$ cat config.mk
export PLATFORM = sky130hd
export DESIGN_NAME = pwrfail_wgate
export DESIGN_NICKNAME = d
export VERILOG_FILES = /design/src/rtl/pwrfail_wgate.sv
export SDC_FILE = /design/constraint.sdc
export NUM_CORES = 1
export LEC_CHECK = 0
export BUFFER_PORTS_ARGS = -buffer_cell sky130_fd_sc_hd__clkbuf_2
export CAP_MARGIN = 20
export CORE_MARGIN = 2
export CORE_UTILIZATION = 45
export DETAILED_ROUTE_END_ITERATION = 6
export PLACE_DENSITY = 0.72
export SYNTH_ARGS = -nofsm -noshare
export SYNTH_HDL_FRONTEND = slang
export SYNTH_SLANG_ARGS = --single-unit
$ cat constraint.sdc
create_clock -name clk -period 1.8 [get_ports clk]
set_clock_uncertainty 0.05 [all_clocks]
set_input_delay 0.36 -clock clk [delete_from_list [all_inputs] [get_ports clk]]
set_output_delay 0.36 -clock clk [all_outputs]
set_load 0.005 [all_outputs]
$ cat src/rtl/pwrfail_wgate.sv
module pwrfail_wgate #(
  parameter int RECOVERY_CYCLES = 8000000
) (
  input  logic clk,
  input  logic rst_n,
  input  logic supply_good,
  input  logic supply_low,
  input  logic batt_weak,
  input  logic bus_ce_n,
  input  logic bus_we_n,
  input  logic bus_oe_n,
  output logic mem_ce_n,
  output logic mem_we_n,
  output logic mem_oe_n,
  output logic bat_sel,
  output logic wr_protect,
  output logic batt_flag
);
  localparam int CW = (RECOVERY_CYCLES < 2) ? 1 : $clog2(RECOVERY_CYCLES);
  localparam logic [CW-1:0] LAST = CW'(RECOVERY_CYCLES - 1);

  typedef enum logic [1:0] {PF_HOLD, PF_RECOVER, PF_RUN} pf_state_t;

  pf_state_t state;
  logic [CW-1:0] cnt;
  logic [1:0] ok_sync, low_sync, weak_sync;
  logic ok_s, low_s, weak_s;
  logic wr_try, wr_try_q;

  always_ff @(posedge clk or negedge rst_n)
    if (!rst_n) begin
      ok_sync   <= '0;
      low_sync  <= '0;
      weak_sync <= '0;
    end else begin
      ok_sync   <= {ok_sync[0], supply_good};
      low_sync  <= {low_sync[0], supply_low};
      weak_sync <= {weak_sync[0], batt_weak};
    end

  assign ok_s   = ok_sync[1];
  assign low_s  = low_sync[1];
  assign weak_s = weak_sync[1];

  assign wr_protect = (state != PF_RUN);
  assign wr_try     = !bus_ce_n && !bus_we_n && !wr_protect;

  always_ff @(posedge clk or negedge rst_n)
    if (!rst_n) begin
      state     <= PF_HOLD;
      cnt       <= '0;
      batt_flag <= 1'b0;
      wr_try_q  <= 1'b0;
      bat_sel   <= 1'b0;
    end else begin
      bat_sel  <= low_s;
      wr_try_q <= wr_try;
      if (!ok_s) begin
        state <= PF_HOLD;
        cnt   <= '0;
      end else begin
        case (state)
          PF_HOLD: begin
            state     <= PF_RECOVER;
            cnt       <= '0;
            batt_flag <= weak_s;
          end
          PF_RECOVER:
            if (cnt == LAST) state <= PF_RUN;
            else cnt <= cnt + 1'b1;
          default:
            if (batt_flag && wr_try_q && !wr_try) batt_flag <= 1'b0;
        endcase
      end
    end

  assign mem_ce_n = bus_ce_n | wr_protect;
  assign mem_oe_n = bus_oe_n | wr_protect;
  assign mem_we_n = bus_we_n | wr_protect | batt_flag;
endmodule

; Word level (Yosys, flattened, before mapping)
; Cells that the tools add are included.
[classes]
addsub = 1
mul = 0
n_div = 0
magnitude_cmp = 0
eq_ne = 6
n_shift = 0
mux = 8
bitwise_logic = 5
reduce_logical = 13
[op_table]
columns = cell, n
row1 = 2-to-1 mux 23 bit, 2
row2 = case mux 23 bit (2 select lines), 1
row3 = adder 23 x 1 -> 23 bit (second input constant), 1
row4 = == test 23 bit (second input constant), 1
row5 = != test 3 bit (second input constant), 2
row6 = logical AND 1 bit, 4
row7 = zero test 1 bit, 4
row8 = 2-to-1 mux 2 bit, 2
row9 = bitwise OR 1 bit, 4
row10 = case mux 2 bit (2 select lines), 1
row11 = AND reduction 2 bit, 2
row12 = != test 3 x 1 -> 1 bit (second input constant), 1
row13 = AND reduction 3 bit, 1
row14 = == test 2 x 1 -> 1 bit (second input constant), 1
row15 = zero test 2 bit, 1
row16 = != test 2 bit (second input constant), 1
row17 = case mux 1 bit (2 select lines), 1
row18 = nonzero test 2 bit, 1
row19 = 2-to-1 mux 1 bit, 1
row20 = inverter 1 bit, 1
[totals]
reg_bits = 34
latch_bits = 0
mem_bits_rw = 0
romBits = 0
in_bits = 8
elab_cells = 41
memories = 0

; Logic depth before layout (Yosys ltp)
[depth]
depth_word = 7
depth_mapped = 7

; Worst setup path after synthesis
; No wires, ideal clock.
[synth_path]
kind = register -> register
start = register cnt[0]
end = register cnt[22]
setup_ns = 0.064
arrival_time_ns = 1.816
slack_ns = -0.129
path_stages_with_launch = 7
path_buffers = 0
synth_period_minus_slack_ns = 1.929
path_cell_list = dfrtp_1 > ha_1 > nand3_1 > or3_4 > or4_1 > a21oi_1 > a21o_1
[synth_via]
elab_chain_len = 4
word_cells_on_any_way = 7
[synth_lines]
columns = item, line
row1 = "start, declared", 25  ; logic [CW-1:0] cnt;
row2 = "start signal, assigned", 70  ; else cnt <= cnt + 1'b1;
row3 = adder 23 x 1 -> 23 bit, 70
row4 = 2-to-1 mux 23 bit, 69  ; if (cnt == LAST) state <= PF_RUN;
row5 = case mux 23 bit (2 select lines), 62  ; case (state)
row6 = 2-to-1 mux 23 bit, 58  ; if (!ok_s) begin
; Several ways; a longest one is shown, not always the timed one. The select of a mux whose other input is x is not followed.
; A chain may end at the register's enable or synchronous reset.

; Final worst setup path
[layout_path]
start = register cnt[1]
end = register cnt[22]
; The elaborated chain is that of the path after synthesis.

==> flow_summary.json <==
{
  "hp-class": "in2reg",
  "n_antenna_cell": 0,
  "dpl.cell_count": 239,
  "die_w_um": 63.9,
  "cts_max_path_buffers": 2,
  "grt_max_degree": 35,
  "holdPathStages": 1,
  "p_total_mw": 1.57,
  "path_clk_slew_ns": 0.12,
  "die_h_um": 63.9,
  "coreArea_um2": 3390,
  "gp_congestion": 0.970,
  "cp_max_fo": 4,
  "ys_seq_area_share_pct": 52.7,
  "p_leak_nw": 0.910,
  "cp.required_ns": 2.05,
  "synth.ff_latch_count": 34,
  "drc": 0,
  "cp-end-kind": "flop",
  "final_cell_mix": "33 x dfrtp_1, 22 x buf_4, 15 x or3_1",
  "nNetsFinal": 218,
  "hold_end": "ok_sync[0]",
  "drv_slew": 0,
  "port_buffers": 13,
  "layout_setup_ws_ns": -0.0761,
  "vias_per_cell": 5.68,
  "std_cell_rows": 21,
  "antenna_left": 0,
  "worstHoldStart": "supply_good",
  "cts_tree": "yes",
  "start_kind": "flop",
  "power.density_nw_per_um2": 738,
  "htreeDepth": 2,
  "worst_pin_slew_ns": 0.428,
  "clock_latency_ns": 0.35,
  "timing.final.crit_share_pct": 104,
  "period_needed_ns": 1.88,
  "seq_area_um2": 852,
  "mappedNetlistArea_um2": 1620,
  "syn_nets": 175,
  "rr_endpoint": "cnt[22]",
  "layout_commonest_cell": "dfrtp_1",
  "dr.first_iter.drc_count": 68,
  "hold_violations": 0,
  "yosysUniqueCellTypes": 33,
  "fmax_mhz": 533,
  "root_buffer": "clkbuf_4",
  "peakVddDrop_v": 0.000615,
  "clock_sinks": 34,
  "rsz0062_at_grt": "yes",
  "grt_pass1_vias": 1442,
  "path_class": "reg2reg",
  "relSlewSlack_pct": 71.5,
  "setup_violations": 14,
  "rrSetupSlack_ns": -0.08,
  "antenna_found_initial": 0,
  "wl_per_cell_um": 16.1,
  "nFillCells": 271,
  "totalWireLength_mm": 4.11,
  "pin_count": 14,
  "grtUsageTotal_pct": 21.1,
  "worstPathArrival_ns": 2.12,
  "syn_avg_cell_area_um2": 9.73,
  "area.growth.synth_to_final_pct": 31.8,
  "grt_remaining_overflow": 0,
  "fin_cells": 256,
  "drive_gt1_share_pct": 32.9,
  "synth_edf_count": 0,
  "synth_cells": 166,
  "violations": "setup timing",
  "cap_violations": 0,
  "worst_r2r_path_depth": 6,
  "grt_pass1_wl_mm": 6.58,
  "rr_startpoint": "cnt[1]",
  "status": "finished with violations",
  "yosysWarnings": 0,
  "dr.pass1.iters": 4,
  "vias": 1453,
  "multi_input_area_um2": 813,
  "die_area_um2": 4080,
  "cts_buffers": 5,
  "async_reset_ff_share_pct": 100,
  "initial_core_util_pct": 47.7,
  "dp_hpwl_mm": 2.43,
  "synthFlopType": "dfrtp_1"
}
cell type report:
class	count	area share (%)
tap	46	2.70
clock buffer	5	1.76
clock inverter	3	3.23
sequential	34	40.0
timing repair buffer	40	13.4
multi-input combinational	124	38.2
inverter	4	0.705
registers in the layout, indices dropped and copies added (netlist names):
register / cells
ok_sync: 2
wr_try_q: 1
batt_flag: 1
low_sync: 2
bat_sel: 1
cnt: 23
state: 2
weak_sync: 2
synth_stat cells (2+ instances only):
cell | number | area [um2]
nor3_1 | 2 | 10.0
clkbuf_1 | 2 | 7.51
nand2_1 | 14 | 52.6
or2_2 | 3 | 18.8
nand2b_1 | 2 | 12.5
o21ai_0 | 3 | 15.0
xor2_1 | 6 | 52.6
nor2_1 | 10 | 37.5
nor4b_1 | 2 | 17.5
and4_1 | 2 | 17.5
inv_1 | 4 | 15.0
and2_1 | 5 | 31.3
o21ai_1 | 14 | 70.1
or3_1 | 15 | 93.8
nand4_1 | 6 | 37.5
buf_2 | 2 | 10.0
nor3_2 | 3 | 30.0
dfrtp_1 | 34 | 851
nand3_1 | 10 | 50.1
a21oi_1 | 14 | 70.1
per-stage QoR:
step / setup WS (ns) / instance area (um2) / util [%] / hold slack [ns] / setup TNS (ns)
6_report: -0.0761 / 2130 / 62.8 / 0.0556 / -0.404
5_1_grt: -0.169 / 2130 / 62.8 / 0.0342 / -2.07
3_5_place_dp: -0.0690 / 1860 / 55.0 / 0.287 / -0.303
2_1_floorplan: -0.0168 / 1620 / - / 0.0144 / -0.110
3_3_place_gp: 0.0141 / 1860 / 55.0 / 0.282 / 0
4_1_cts: -0.0435 / 2020 / 59.7 / 0.0518 / -0.248
report_power, final:
part	leakage (nW)	switching [mW]	internal (mW)	total, mW
clock network	0.0554	0.281	0.434	0.715
registers	0.451	0.00850	0.778	0.786
logic	0.403	0.0417	0.0290	0.0707
total	0.910	0.331	1.24	1.57
metal layers:
metal,GRT usage (%),routed length (um),up-vias
li1,-,-,683
met1,24.9,1650,715
met2,34.9,2130,42
met3,6.51,193,13
met4,10.1,137,0
met5,0,0,-
worst max-delay path, cell delays in order (launching register included):
cell and delay, ns:
dfrtp_1 0.38, ha_2 0.19, nand3_2 0.09, or3_4 0.38, or4_4 0.51, a21oi_2 0.14
a21o_1 0.10
cells by family (layout without fill, tap and decap cells):
logic type               after synthesis  after routing  synth area share [%]
XOR/XNOR                               7              7                  3.80
AO/OA/AOI/OAI                         37             37                  12.8
adder cells (fa/ha/maj)                1              1                 0.774
AND/OR/NAND/NOR                       79             79                  28.0
buffers and inverters                  8             52                  2.01
flip-flops                            34             34                  52.7
worst max path at each step:
stage	startpoint	end	slack, ns	depth (start not counted)
after floorplan	cnt[0]	cnt[2]	-0.02	7
after global placement	cnt[1]	cnt[15]	0.01	7
after detailed placement	cnt[15]	cnt[9]	-0.07	6
after CTS	cnt[1]	cnt[22]	-0.04	6
after global routing	cnt[1]	cnt[13]	-0.17	7
final	cnt[1]	cnt[22]	-0.08	6
what timing repair did:
action                                  4_1_cts  5_1_grt
endpoints found under the setup margin       18       20
pin swaps                                     1        9
hold buffers                                  1        0
gates resized for setup                       6       18
buffers inserted                              3        5
hold endpoints to repair                     28        0
No activity file was read; power rests on OpenSTA's default activity.
